**src/rtl/ctlport_pkg.sv**
```systemverilog
package ctlport_pkg;

  typedef enum logic [1:0] {
    HS_IDLE    = 2'd0,
    HS_SETUP   = 2'd1,
    HS_STROBE  = 2'd2,
    HS_RELEASE = 2'd3
  } hs_state_t;

  typedef enum logic [1:0] {
    PH_ADDR  = 2'd0,
    PH_DATA  = 2'd1,
    PH_WRITE = 2'd2,
    PH_READ  = 2'd3
  } hs_phase_t;

  localparam logic [1:0] ERR_NONE     = 2'd0;
  localparam logic [1:0] ERR_ACK_RISE = 2'd1;
  localparam logic [1:0] ERR_ACK_FALL = 2'd2;

endpackage

```
**src/rtl/ctlport_ack_sync.sv**
```systemverilog
module ctlport_ack_sync #(
  parameter int STAGES = 2
) (
  input  logic clk,
  input  logic rst_n,
  input  logic d,
  output logic q
);

  logic [STAGES-1:0] chain_q;

  genvar i;
  generate
    for (i = 0; i < STAGES; i++) begin : g_stage
      if (i == 0) begin : g_first
        always_ff @(posedge clk or negedge rst_n) begin
          if (!rst_n) chain_q[0] <= 1'b0;
          else        chain_q[0] <= d;
        end
      end else begin : g_next
        always_ff @(posedge clk or negedge rst_n) begin
          if (!rst_n) chain_q[i] <= 1'b0;
          else        chain_q[i] <= chain_q[i-1];
        end
      end
    end
  endgenerate

  assign q = chain_q[STAGES-1];

endmodule

```
**src/rtl/ctlport_wait_timer.sv**
```systemverilog
module ctlport_wait_timer #(
  parameter int TICK_CYCLES = 200,
  parameter int POLL_STEPS  = 100
) (
  input  logic clk,
  input  logic rst_n,
  input  logic run,
  input  logic clr,
  output logic expire
);

  localparam int PW = (TICK_CYCLES > 1) ? $clog2(TICK_CYCLES) : 1;
  localparam int SW = (POLL_STEPS > 1) ? $clog2(POLL_STEPS) : 1;
  localparam logic [PW-1:0] PRE_LAST  = PW'(TICK_CYCLES - 1);
  localparam logic [SW-1:0] STEP_LAST = SW'(POLL_STEPS - 1);

  logic [PW-1:0] pre_q, pre_d;
  logic [SW-1:0] step_q, step_d;
  logic          tick_end;

  assign tick_end = (pre_q == PRE_LAST);
  assign expire   = run && tick_end && (step_q == STEP_LAST);

  always_comb begin
    pre_d  = pre_q;
    step_d = step_q;
    if (clr || !run) begin
      pre_d  = '0;
      step_d = '0;
    end else if (tick_end) begin
      pre_d  = '0;
      step_d = step_q + 1'b1;
    end else begin
      pre_d  = pre_q + 1'b1;
    end
  end

  always_ff @(posedge clk or negedge rst_n) begin
    if (!rst_n) begin
      pre_q  <= '0;
      step_q <= '0;
    end else begin
      pre_q  <= pre_d;
      step_q <= step_d;
    end
  end

endmodule

```
**src/rtl/ctlport_cmd_enc.sv**
```systemverilog
module ctlport_cmd_enc
  import ctlport_pkg::*;
#(
  parameter int DW = 16
) (
  input  hs_state_t        st,
  input  hs_phase_t        ph,
  input  logic [DW-1:0]    val,
  output logic [DW+3:0]    cmd
);

  localparam int CAP_ADDR_BIT = 0;
  localparam int CAP_DATA_BIT = 1;
  localparam int READ_BIT     = DW + 2;
  localparam int WRITE_BIT    = DW + 3;

  always_comb begin
    cmd = '0;
    if (st != HS_IDLE) begin
      cmd[DW+1:2] = val;
    end
    if (st == HS_STROBE) begin
      unique case (ph)
        PH_ADDR:  cmd[CAP_ADDR_BIT] = 1'b1;
        PH_DATA:  cmd[CAP_DATA_BIT] = 1'b1;
        PH_READ:  cmd[READ_BIT]     = 1'b1;
        PH_WRITE: cmd[WRITE_BIT]    = 1'b1;
        default:  cmd[CAP_ADDR_BIT] = 1'b0;
      endcase
    end
  end

endmodule

```
**src/rtl/ctlport_hs_seq.sv**
```systemverilog
module ctlport_hs_seq
  import ctlport_pkg::*;
#(
  parameter int DW = 16
) (
  input  logic          clk,
  input  logic          rst_n,
  input  logic          req_valid,
  input  logic          req_write,
  input  logic [DW-1:0] req_addr,
  input  logic [DW-1:0] req_data,
  input  logic          ack_s,
  input  logic [DW-1:0] rsp_data,
  input  logic          tmo,
  output hs_state_t     st_q,
  output hs_phase_t     ph_q,
  output logic [DW-1:0] val_q,
  output logic          tmr_run,
  output logic          tmr_clr,
  output logic          busy,
  output logic          done,
  output logic [1:0]    err_code,
  output logic [DW-1:0] rd_data
);

  hs_state_t     st_d;
  hs_phase_t     ph_d;
  logic [DW-1:0] val_d;
  logic          wr_q;
  logic [DW-1:0] wdata_q;
  logic [DW-1:0] rdtmp_q;
  logic          done_d;
  logic [1:0]    err_d;
  logic          ld_req, ld_step, cap_rd, rd_en;

  // next-state logic
  always_comb begin
    st_d    = st_q;
    ph_d    = ph_q;
    val_d   = val_q;
    ld_req  = 1'b0;
    ld_step = 1'b0;
    cap_rd  = 1'b0;
    rd_en   = 1'b0;
    done_d  = 1'b0;
    err_d   = err_code;
    unique case (st_q)
      HS_IDLE: begin
        if (req_valid) begin
          st_d    = HS_SETUP;
          ph_d    = PH_ADDR;
          val_d   = req_addr;
          ld_req  = 1'b1;
          ld_step = 1'b1;
        end
      end
      HS_SETUP: begin
        st_d = HS_STROBE;
      end
      HS_STROBE: begin
        if (ack_s) begin
          st_d   = HS_RELEASE;
          cap_rd = (ph_q == PH_READ);
        end else if (tmo) begin
          st_d   = HS_IDLE;
          done_d = 1'b1;
          err_d  = ERR_ACK_RISE;
        end
      end
      HS_RELEASE: begin
        if (!ack_s) begin
          unique case (ph_q)
            PH_ADDR: begin
              st_d    = HS_SETUP;
              ld_step = 1'b1;
              if (wr_q) begin
                ph_d  = PH_DATA;
                val_d = wdata_q;
              end else begin
                ph_d  = PH_READ;
              end
            end
            PH_DATA: begin
              st_d    = HS_SETUP;
              ld_step = 1'b1;
              ph_d    = PH_WRITE;
            end
            default: begin
              st_d   = HS_IDLE;
              done_d = 1'b1;
              err_d  = ERR_NONE;
              rd_en  = (ph_q == PH_READ);
            end
          endcase
        end else if (tmo) begin
          st_d   = HS_IDLE;
          done_d = 1'b1;
          err_d  = ERR_ACK_FALL;
        end
      end
      default: st_d = HS_IDLE;
    endcase
  end

  assign tmr_run = (st_q == HS_STROBE) || (st_q == HS_RELEASE);
  assign tmr_clr = (st_d != st_q);
  assign busy    = (st_q != HS_IDLE);

  // registers
  always_ff @(posedge clk or negedge rst_n) begin
    if (!rst_n) begin
      st_q     <= HS_IDLE;
      ph_q     <= PH_ADDR;
      val_q    <= '0;
      wr_q     <= 1'b0;
      wdata_q  <= '0;
      rdtmp_q  <= '0;
      rd_data  <= '0;
      err_code <= ERR_NONE;
      done     <= 1'b0;
    end else begin
      st_q <= st_d;
      done <= done_d;
      if (ld_step) begin
        ph_q  <= ph_d;
        val_q <= val_d;
      end
      if (ld_req) begin
        wr_q    <= req_write;
        wdata_q <= req_data;
      end
      if (cap_rd) rdtmp_q  <= rsp_data;
      if (rd_en)  rd_data  <= rdtmp_q;
      if (done_d) err_code <= err_d;
    end
  end

endmodule

```
**src/rtl/ctlport_hs_master.sv**
```systemverilog
module ctlport_hs_master
  import ctlport_pkg::*;
#(
  parameter int DW          = 16,
  parameter int TICK_CYCLES = 200,
  parameter int POLL_STEPS  = 100,
  parameter int SYNC_STAGES = 2
) (
  input  logic          clk,
  input  logic          rst_n,
  input  logic          req_valid,
  input  logic          req_write,
  input  logic [DW-1:0] req_addr,
  input  logic [DW-1:0] req_data,
  output logic          busy,
  output logic [DW+3:0] cmd_word,
  input  logic [DW:0]   rsp_word,
  output logic          done,
  output logic [1:0]    err_code,
  output logic [DW-1:0] rd_data
);

  logic          ack_s;
  logic          tmo;
  logic          tmr_run, tmr_clr;
  hs_state_t     st;
  hs_phase_t     ph;
  logic [DW-1:0] val;

  ctlport_ack_sync #(.STAGES(SYNC_STAGES)) u_sync (
    .clk   (clk),
    .rst_n (rst_n),
    .d     (rsp_word[0]),
    .q     (ack_s)
  );

  ctlport_wait_timer #(
    .TICK_CYCLES (TICK_CYCLES),
    .POLL_STEPS  (POLL_STEPS)
  ) u_timer (
    .clk    (clk),
    .rst_n  (rst_n),
    .run    (tmr_run),
    .clr    (tmr_clr),
    .expire (tmo)
  );

  ctlport_hs_seq #(.DW(DW)) u_seq (
    .clk       (clk),
    .rst_n     (rst_n),
    .req_valid (req_valid),
    .req_write (req_write),
    .req_addr  (req_addr),
    .req_data  (req_data),
    .ack_s     (ack_s),
    .rsp_data  (rsp_word[DW:1]),
    .tmo       (tmo),
    .st_q      (st),
    .ph_q      (ph),
    .val_q     (val),
    .tmr_run   (tmr_run),
    .tmr_clr   (tmr_clr),
    .busy      (busy),
    .done      (done),
    .err_code  (err_code),
    .rd_data   (rd_data)
  );

  ctlport_cmd_enc #(.DW(DW)) u_enc (
    .st  (st),
    .ph  (ph),
    .val (val),
    .cmd (cmd_word)
  );

endmodule

```
**config.mk**
```make
export PLATFORM = sky130hd
export DESIGN_NAME = ctlport_hs_master
export DESIGN_NICKNAME = d
export VERILOG_FILES = /design/src/rtl/ctlport_pkg.sv /design/src/rtl/ctlport_ack_sync.sv /design/src/rtl/ctlport_wait_timer.sv /design/src/rtl/ctlport_cmd_enc.sv /design/src/rtl/ctlport_hs_seq.sv /design/src/rtl/ctlport_hs_master.sv
export SDC_FILE = /design/constraint.sdc
export NUM_CORES = 1
export LEC_CHECK = 0
export ABC_CLOCK_PERIOD_IN_PS = 2100
export BUFFER_PORTS_ARGS = -buffer_cell sky130_fd_sc_hd__buf_2
export CORE_MARGIN = 4
export CORE_UTILIZATION = 45
export DETAILED_ROUTE_END_ITERATION = 6
export GPL_TIMING_DRIVEN = 1
export HOLD_SLACK_MARGIN = 0.1
export PLACE_DENSITY = 0.83
export SYNTH_ARGS = -nofsm -noshare
export SYNTH_HDL_FRONTEND = slang
export SYNTH_SLANG_ARGS = --single-unit
```
**constraint.sdc**
```tcl
create_clock -name clk -period 2.1 [get_ports clk]
set_input_delay 0.42 -clock clk [delete_from_list [all_inputs] [get_ports clk]]
set_output_delay 0.42 -clock clk [all_outputs]
set_load 0.005 [all_outputs]
```
## After elaboration in Yosys (flattened, before gate mapping)

Cells that the tools add are included.

| cells by class | value |
|---|---|
| equality and inequality tests | 18 |
| reductions and logical operators | 15 |
| muxes and demuxes | 48 |
| $add $sub $neg | 2 |

Operators by type and width:

| operator | count |
|---|---|
| two-way mux 16 bit | 5 |
| one-hot mux 16 bit (2 select lines) | 1 |
| two-way mux 2 bit | 14 |
| two-way mux 1 bit | 18 |
| two-way mux 8 bit | 2 |
| two-way mux 7 bit | 2 |
| one-hot mux 2 bit (2 select lines) | 3 |
| AND reduction 6 bit | 2 |
| adder 8 x 1 -> 8 bit (second input constant) | 1 |
| equality test 2 bit (second input constant) | 4 |
| equality test 8 bit (second input constant) | 1 |
| inequality test 2 bit (second input constant) | 4 |
| one-hot mux 2 bit (4 select lines) | 1 |
| nonzero test 2 bit | 4 |
| adder 7 x 1 -> 7 bit (second input constant) | 1 |
| equality test 7 bit (second input constant) | 1 |
| inequality test 3 bit (second input constant) | 2 |
| AND reduction 5 bit | 1 |
| equality test 2 x 1 -> 1 bit (second input constant) | 2 |
| zero test 2 bit | 2 |
| inequality test 2 x 1 -> 1 bit (second input constant) | 2 |
| one-hot mux 1 bit (2 select lines) | 2 |
| inequality test 3 x 1 -> 1 bit (second input constant) | 1 |
| logical AND 1 bit | 2 |
| 4 further kinds | 5 |

| storage, ports and cells | value |
|---|---|
| word-level logic and storage cells | 96 |
| output and inout port bits | 40 |
| register bits | 89 |
| bits of input ports | 53 |

## Logic depth before layout (Yosys ltp)

Gate-level depths: netlist (run 1).

| depth | value |
|---|---|
| depth in word-level cells | 10 |
| depth in mapped cells | 7 |

## Cells and area by module

Synthesis (run 1) repeated with hierarchy kept, for this count alone.

| second synthesis, totals | value |
|---|---|
| cells, all modules | 347 |
| area total of the unflattened synthesis | 4202.8 um2 |

Modules (own cells, without submodules):

| module | instances | sequential area each (um2) | area an instance (um2) | cells an instance |
|---|---|---|---|---|
| ctlport_hs_seq | 1 | 1801.7 | 3160.5 | 238 |
| ctlport_wait_timer | 1 | 375.4 | 787.0 | 83 |
| ctlport_cmd_enc | 1 | 0.0 | 205.2 | 24 |
| ctlport_ack_sync | 1 | 50.0 | 50.0 | 2 |

## Least setup slack after synthesis (run 1)

OpenSTA, ideal clock, no wires.

| path | value |
|---|---|
| path type | register to register |
| start point | register u_seq.st_q[1] |
| end point | register u_seq.val_q[10] |
| setup time | 128 ps |
| clock period less this slack | 2064 ps |
| cell stages (with the launch flop) | 7 |
| setup slack | 36 ps |
| arrival | 1936 ps |
| cells stage by stage | dfrtp_1 -> ha_1 -> clkbuf_1 -> a41oi_1 -> nor3_2 -> buf_4 -> mux2_1 |

| between the ends | value |
|---|---|
| longest elaborated chain between the ends | 3 |

RTL lines:

| item | line | text |
|---|---|---|
| start: declaration | ctlport_hs_seq.sv:15 | `output hs_state_t st_q,` |
| start signal: assignment | ctlport_hs_seq.sv:122 | `st_q <= st_d;` |
| equality test 2 bit / zero test 2 bit (equally long branches) | ctlport_hs_seq.sv:47 | `unique case (st_q)` |
| one-hot mux 1 bit (2 select lines) (tied with other cells) | ctlport_hs_seq.sv:47 |  |
| AND reduction 6 bit (no source line) | - |  |
| end signal: assignment | ctlport_hs_seq.sv:126 | `val_q <= val_d;` |
| end: declaration | ctlport_hs_seq.sv:17 | `output logic [DW-1:0] val_q,` |

Several ways; a longest one is shown, not always the timed one.
A chain may end at the register's enable or synchronous reset.

## Final worst setup path (run 1)

| path | value |
|---|---|
| start point | register u_timer.step_q[3] |
| end point | register u_timer.pre_q[2] |

| between the ends | value |
|---|---|
| longest elaborated chain between the ends | 8 |

RTL lines:

| item | line | text |
|---|---|---|
| start: declaration | ctlport_wait_timer.sv:18 | `logic [SW-1:0] step_q, step_d;` |
| start signal: assignment | ctlport_wait_timer.sv:44 | `step_q <= step_d;` |
| equality test 7 bit (*) | ctlport_wait_timer.sv:22 | `assign expire = run && tick_end && (step_q == STEP_LAST);` |
| logical AND 1 bit (*) | ctlport_wait_timer.sv:22 |  |
| two-way mux 2 bit (*) | ctlport_hs_seq.sv:64, ctlport_hs_seq.sv:95 |  |
| two-way mux 2 bit (on tied branches) | ctlport_hs_seq.sv:71, ctlport_hs_seq.sv:61 |  |
| one-hot mux 2 bit (4 select lines) (*) | ctlport_hs_seq.sv:47 |  |
| inequality test 2 bit (*) | ctlport_hs_seq.sv:106 | `assign tmr_clr = (st_d != st_q);` |
| logical OR 1 bit (*) | ctlport_wait_timer.sv:27 | `if (clr \|\| !run) begin` |
| two-way mux 8 bit (*) | ctlport_wait_timer.sv:27 |  |
| named net u_timer.pre_d[2] | ctlport_wait_timer.sv:17 | `logic [PW-1:0] pre_q, pre_d;` |
| end signal: assignment | ctlport_wait_timer.sv:43 | `pre_q <= pre_d;` |
| end: declaration | ctlport_wait_timer.sv:17 |  |

The timed path passes the listed nets; every way through them passes the cells marked *.

==> results of run 1 <==
cell type report:
cell class,instances,area [um^2],share of cell area
Sequential cell,89,2230,0.441
Multi-Input combinational cell,208,1790,0.354
Timing Repair Buffer,114,668,0.132
Clock buffer,11,141,0.0280
Tap cell,108,135,0.0267
Clock inverter,5,62.6,0.0124
Inverter,8,30.0,0.00594
worst max-delay path, stage by stage, from the launching register on:
cell and delay [ns]:
dfrtp_1 0.42, or4b_4 0.55, or4_4 0.53, o211ai_4 0.28
nor2_1 0.10
report_power, final:
group	switching, W	internal (W)
Combinational	0.00127	0.00147
Clock	0.000608	0.000589
Sequential	0.000375	0.00243
sequential cells by signal, summed over array words and instances, names as in the netlist:
signal          count
u_seq.done          1
u_seq.err_code      2
u_seq.ph_q          2
u_seq.rd_data      16
u_seq.rdtmp_q      16
u_seq.st_q          2
u_seq.val_q        16
u_seq.wdata_q      16
u_seq.wr_q          1
u_sync.chain_q      1
u_sync.q            1
u_timer.pre_q       8
u_timer.step_q      7
cells in the final DEF, fill, tap and decap left out, types with 4 or more instances in the layout:
cell,Yosys,routed
nand2_1,5,5
dfrtp_1,89,88
buf_4,1,19
xnor2_1,9,9
nor2_1,22,22
mux2_2,19,19
mux2_1,62,62
nor2b_1,19,19
o21ai_1,4,4
clkbuf_8,0,10
nand3_1,11,10
buf_2,3,91
and3_1,5,5
inv_1,6,5
timing repair:
action,CTS,global route
endpoints found under the hold margin,26,0
setup buffers,0,0
pin swaps,0,1
endpoints found under the setup margin,10,49
hold buffers,1,0
gates resized for setup,1,8
cell families (layout without fill, tap and decap cells):
kind of cell / after synthesis / after routing
DFF: 89 / 89
and+or+nand+nor: 85 / 85
muxes: 83 / 83
AOI/OAI and AO/OA: 23 / 23
buffers and inverters: 22 / 138
xor gates and xnor gates: 12 / 12
adders and majority gates: 5 / 5
Yosys cell counts (all sizes together) (5+ instances only):
library cell | n | share of area
nor2b | 19 | 0.029
nand3 | 11 | 0.014
xnor2 | 9 | 0.019
inv | 7 | 0.0065
ha | 5 | 0.015
and3 | 5 | 0.0077
clkbuf | 9 | 0.0083
o21ai | 7 | 0.0086
nand2 | 5 | 0.0046
dfrtp | 89 | 0.55
buf | 5 | 0.0065
mux2 | 81 | 0.22
nor2 | 22 | 0.020
metal layers:
metal	up-vias	track usage	wire, um
met3	7	0.0528	672
met1	1415	0.206	3440
met4	0	0.0458	65
met5	-	0	0
li1	1344	-	-
met2	88	0.302	4430
worst max-delay path by stage:
stage	end	slack, ns	startpoint	cells past startpoint
detailed placement	u_timer.step_q[4]	0.08	u_timer.step_q[3]	4
global route	u_timer.pre_q[2]	0.009	u_timer.step_q[3]	4
finish	u_timer.pre_q[2]	0.09	u_timer.step_q[3]	4
global placement	u_timer.step_q[0]	0.12	u_timer.step_q[3]	4
floorplan	u_seq.val_q[10]	0.04	u_seq.st_q[1]	6
CTS	busy	0.04	u_seq.st_q[0]	5
metrics by stage:
stage          power, W  hold slack [ns]  utilization
2_1_floorplan   0.00441            0.124            -
3_3_place_gp    0.00538            0.335        0.548
3_5_place_dp    0.00554            0.345        0.548
4_1_cts         0.00677            0.155        0.573
5_1_grt         0.00724            0.169        0.577
6_report        0.00674            0.176        0.577
==> results_dict.tcl, run 1 <==
set metrics [dict create \
    fill_cells 735 \
    synth_compound_area_frac 0.0424 \
    hold_depth 1 \
    critPathKind "flop to flop" \
    finalCritPeriodShare 0.958 \
    synth_top_family_by_area "multiplexers" \
    gp_congestion 0.826 \
    vias_per_cell 5.26 \
    hold_violations 0 \
    clk_latency_ns 0.36 \
    synth-seq-cells 89 \
    worstPathMaxFanout 8 \
    grtUsageTotal 0.172 \
    yosys.area_share.simple 0.119 \
    setup_violations 0 \
    cap_violations 0 \
    hp-start "rsp_word[0]" \
    yosys_warnings 0 \
    antenna_found_initial 0 \
    max_slew.worst_pin.slew_ns 0.374 \
    rows 34 \
    core_area_mm2 0.00876 \
    grt_max_degree 40 \
    end_kind "flop" \
    run_status "complete, no violations" \
    drive_gt1_frac 0.370 \
    synth_fa_ha_area_frac 0.0154 \
    cts_inserted_buffers 9 \
    route.detailed.drc 0 \
    clk_pin_slew_ns 0.08 \
    ys_types 49 \
    synthFlopType "dfrtp_1" \
    routed_wl_um 8610 \
    fin_nets 488 \
    drt_pass1_iterations 4 \
    die_area_mm2 0.0106 \
    pre_cts_ws_ns 0.0775 \
    slew_violations 0 \
    initial_core_util 0.465 \
    power.density_mw_per_mm2 1330 \
    grt-ovfl-total 0 \
    grt_pass1_vias 3075 \
    r2r_end "u_timer.pre_q[2]" \
    critPathLaunchType "flop" \
    synth_area_mm2 0.00407 \
    synth_seq_area_share 0.547 \
    max-vdd-ir-drop_v 0.000862 \
    rr_startpoint "u_timer.step_q[3]" \
    rsz0062_at_grt "false" \
    cts_root_buf "clkbuf_8" \
    dp.cells 526 \
    hpwl_um 6580 \
    dieWidth_um 103 \
    syn_area_per_cell_um2 12.8 \
    antennaDiodeCount 0 \
    final_area_mm2 0.00506 \
    fp.dieH_um 103 \
    whs_endpoint "u_sync.chain_q[0]" \
    vias 2854 \
    syn2layout_area_growth_pct 24.2 \
    ios 93 \
    arrival_ns 2.23 \
    reg2reg_depth 4 \
    setup_ws_ns 0.0873 \
    syn-num-nets 377 \
    antenna_left 0 \
    timing.final.crit_period_ns 2.01 \
    r2r_slack_ns 0.09 \
    grt_pass1_wl_um 14300 \
    async_reset_ff_frac 1.00 \
    drtIter0Drc 81 \
    numPortBuffers 92 \
    clockBufferDepth 2 \
    synth_edf_count 0 \
    dpl_cell_area_mm2 0.00481 \
    netlist_instances 319 \
    relSlewSlack 0.745 \
    fin_tns_setup_ns 0 \
    synth_xor_area_frac 0.0258 \
    skew_ns 0.0174 \
    cellLeakagePower_nw 2.32 \
    worstPathRequired_ns 2.32 \
    routedWlPerCell_um 15.9 \
    cts.sinks 89 \
    synth_mux_area_frac 0.229 \
    cts_tree "built" \
    fmax_mhz 497 \
    htreeDepth 3 \
    instances_no_fill 543 \
    hold_class "input pin to flop" \
]
Note: power is estimated with default switching activity, not from simulation.
==> run 2, diff against run 1 <==
==> constraint.sdc (replaced) <==
create_clock -name clk -period 2.1 [get_ports clk]
set_input_delay 0.21 -clock clk [delete_from_list [all_inputs] [get_ports clk]]
set_output_delay 0.21 -clock clk [all_outputs]
set_load 0.005 [all_outputs]
==> run 2 against run 1 <==
Register-to-register slack is essentially flat. Sequential power is essentially flat. Worst setup slack lost 0.0024 ns. Critical path depth grew 1. Routed wire length grew 4.6%. Cell area grew 7.2%. Flip-flop and latch count is the same. First-iteration DRC count grew 81%. Largest cell class unchanged. Core utilization grew 4.1 points. Via count grew 4.1%.
==> results_dict.tcl, run 2 (synthesis gave the netlist of run 1 again) <==
set metrics [dict create \
    run_status "complete, no violations" \
    final_common_cell "buf_2" \
    drive_gt1_frac 0.345 \
    timing.final.crit_period_ns 2.02 \
    htreeDepth 3 \
    fmax_mhz 496 \
    grt_pass1_wl_um 15000 \
    clk_pin_slew_ns 0.09 \
    gp_congestion 0.824 \
    arrival_ns 2.26 \
    grtUsageTotal 0.182 \
    worstPathRequired_ns 2.35 \
    fill_cells 684 \
    cellLeakagePower_nw 2.49 \
    power.density_mw_per_mm2 1280 \
    critPathKind "flop to flop" \
    skew_ns 0.0117 \
    initial_core_util 0.465 \
    vias 2970 \
    end_kind "flop" \
    routed_wl_um 9010 \
    antenna_found_initial 0 \
    die_area_mm2 0.0106 \
    critPathLaunchType "flop" \
    reg2reg_depth 5 \
    route.detailed.drc 0 \
    max_slew.worst_pin.slew_ns 0.423 \
    slew_violations 0 \
    grt-ovfl-total 0 \
    rows 34 \
    whs_endpoint "u_seq.rdtmp_q[3]" \
    fp.dieH_um 103 \
    rr_startpoint "u_seq.st_q[1]" \
    hpwl_um 6370 \
    routedWlPerCell_um 15.6 \
    core_area_mm2 0.00876 \
    max-vdd-ir-drop_v 0.000687 \
    fin_tns_setup_ns 0 \
    p_total_w 0.00694 \
    hold_violations 0 \
    antenna_left 0 \
    fin_nets 523 \
    clk_latency_ns 0.36 \
    grt_max_degree 40 \
    syn2layout_area_growth_pct 33.1 \
    ios 93 \
    cts_tree "built" \
    busiest_layer "met2" \
    layout_common_cells "buf_2 (91), dfrtp_1 (89), mux2_1 (62)" \
    cts_root_buf "clkbuf_8" \
    met1_usage 0.227 \
    finalCritPeriodShare 0.960 \
    met2_usage 0.301 \
    setup_violations 0 \
    hold_depth 2 \
    clockBufferDepth 2 \
    worstPathMaxFanout 16 \
    antennaDiodeCount 0 \
    r2r_slack_ns 0.08 \
    relSlewSlack 0.718 \
    cap_violations 0 \
    r2r_end "u_seq.rd_data[13]" \
    drt_pass1_iterations 4 \
    numPortBuffers 92 \
    hp-start "rsp_word[4]" \
    grt_pass1_vias 3125 \
    holdWs_ns 0.111 \
    rsz0062_at_grt "true" \
    met3_usage 0.0589 \
    vias_per_cell 5.14 \
    cts.sinks 89 \
    drtIter0Drc 147 \
    cts_inserted_buffers 9 \
    dieWidth_um 103 \
    hold_class "input pin to flop" \
]
-- run 2: cell count changes in the layout (fill, tap and decap cells not counted), sizes merged --
cell,delta
dlygate4sd3,+33
buf,+2
clkinvlp,-2
inv,+2
bufinv,+1
clkbuf,-1
-- run 2: repair_timing --
action	in CTS	in global routing
gates resized for setup	2	4
pin swaps	0	1
hold buffers	34	0
hold endpoints to repair	63	0
endpoints found under the setup margin	3	44
gates cloned	0	0
buffers inserted	0	2
-- run 2: where the power goes --
part           switching [W]  total (W)  internal (W)
Combinational        0.00131    0.00280       0.00149
Sequential          0.000385    0.00281       0.00242
Clock               0.000622    0.00134      0.000717
-- run 2: per-layer routing --
layer | up-vias | wire length [um]
met1 | 1443 | 3790
met4 | 0 | 146
met2 | 92 | 4470
li1 | 1420 | -
met3 | 15 | 601
met5 | - | 0
-- run 2: layout make-up --
type / instances / area, um^2 / share of cell area
sequential: 89 / 2230 / 0.411
multi-input combinational: 208 / 1780 / 0.329
timing repair buffer: 149 / 1010 / 0.187
clock buffer: 10 / 138 / 0.0254
tap: 108 / 135 / 0.0249
clock inverter: 6 / 95.1 / 0.0175
inverter: 8 / 30.0 / 0.00554
-- run 2: worst max-delay path by stage --
stage | from | endpoint | cells past startpoint
6_report | u_seq.st_q[1] | u_seq.rd_data[13] | 5
5_1_grt | u_seq.st_q[0] | u_timer.step_q[0] | 6
4_1_cts | u_timer.step_q[3] | u_timer.step_q[0] | 4
3_5_place_dp | u_seq.st_q[0] | u_timer.pre_q[7] | 7
3_3_place_gp | u_timer.step_q[3] | u_timer.pre_q[2] | 4
2_1_floorplan | u_seq.st_q[1] | u_seq.val_q[10] | 6
-- run 2: stage by stage --
| stage | cell area, um^2 | worst slack [ns] | std cells | utilization |
|---|---|---|---|---|
| floorplan | 4070 | 0.0364 | 319 | - |
| global placement | 4810 | 0.117 | 526 | 0.548 |
| detailed placement | 4810 | -0.000490 | 526 | 0.548 |
| CTS | 5390 | 0.0584 | 576 | 0.615 |
| global route | 5420 | -0.0103 | 578 | 0.619 |
| finish | 5420 | 0.0850 | 578 | 0.619 |
-- run 2: worst max-delay path: stages (launching register included) --
cell and delay, ns:
dfrtp_1 0.46, ha_2 0.31, inv_1 0.11, or4_1 0.46, buf_4 0.22, mux2_1 0.34
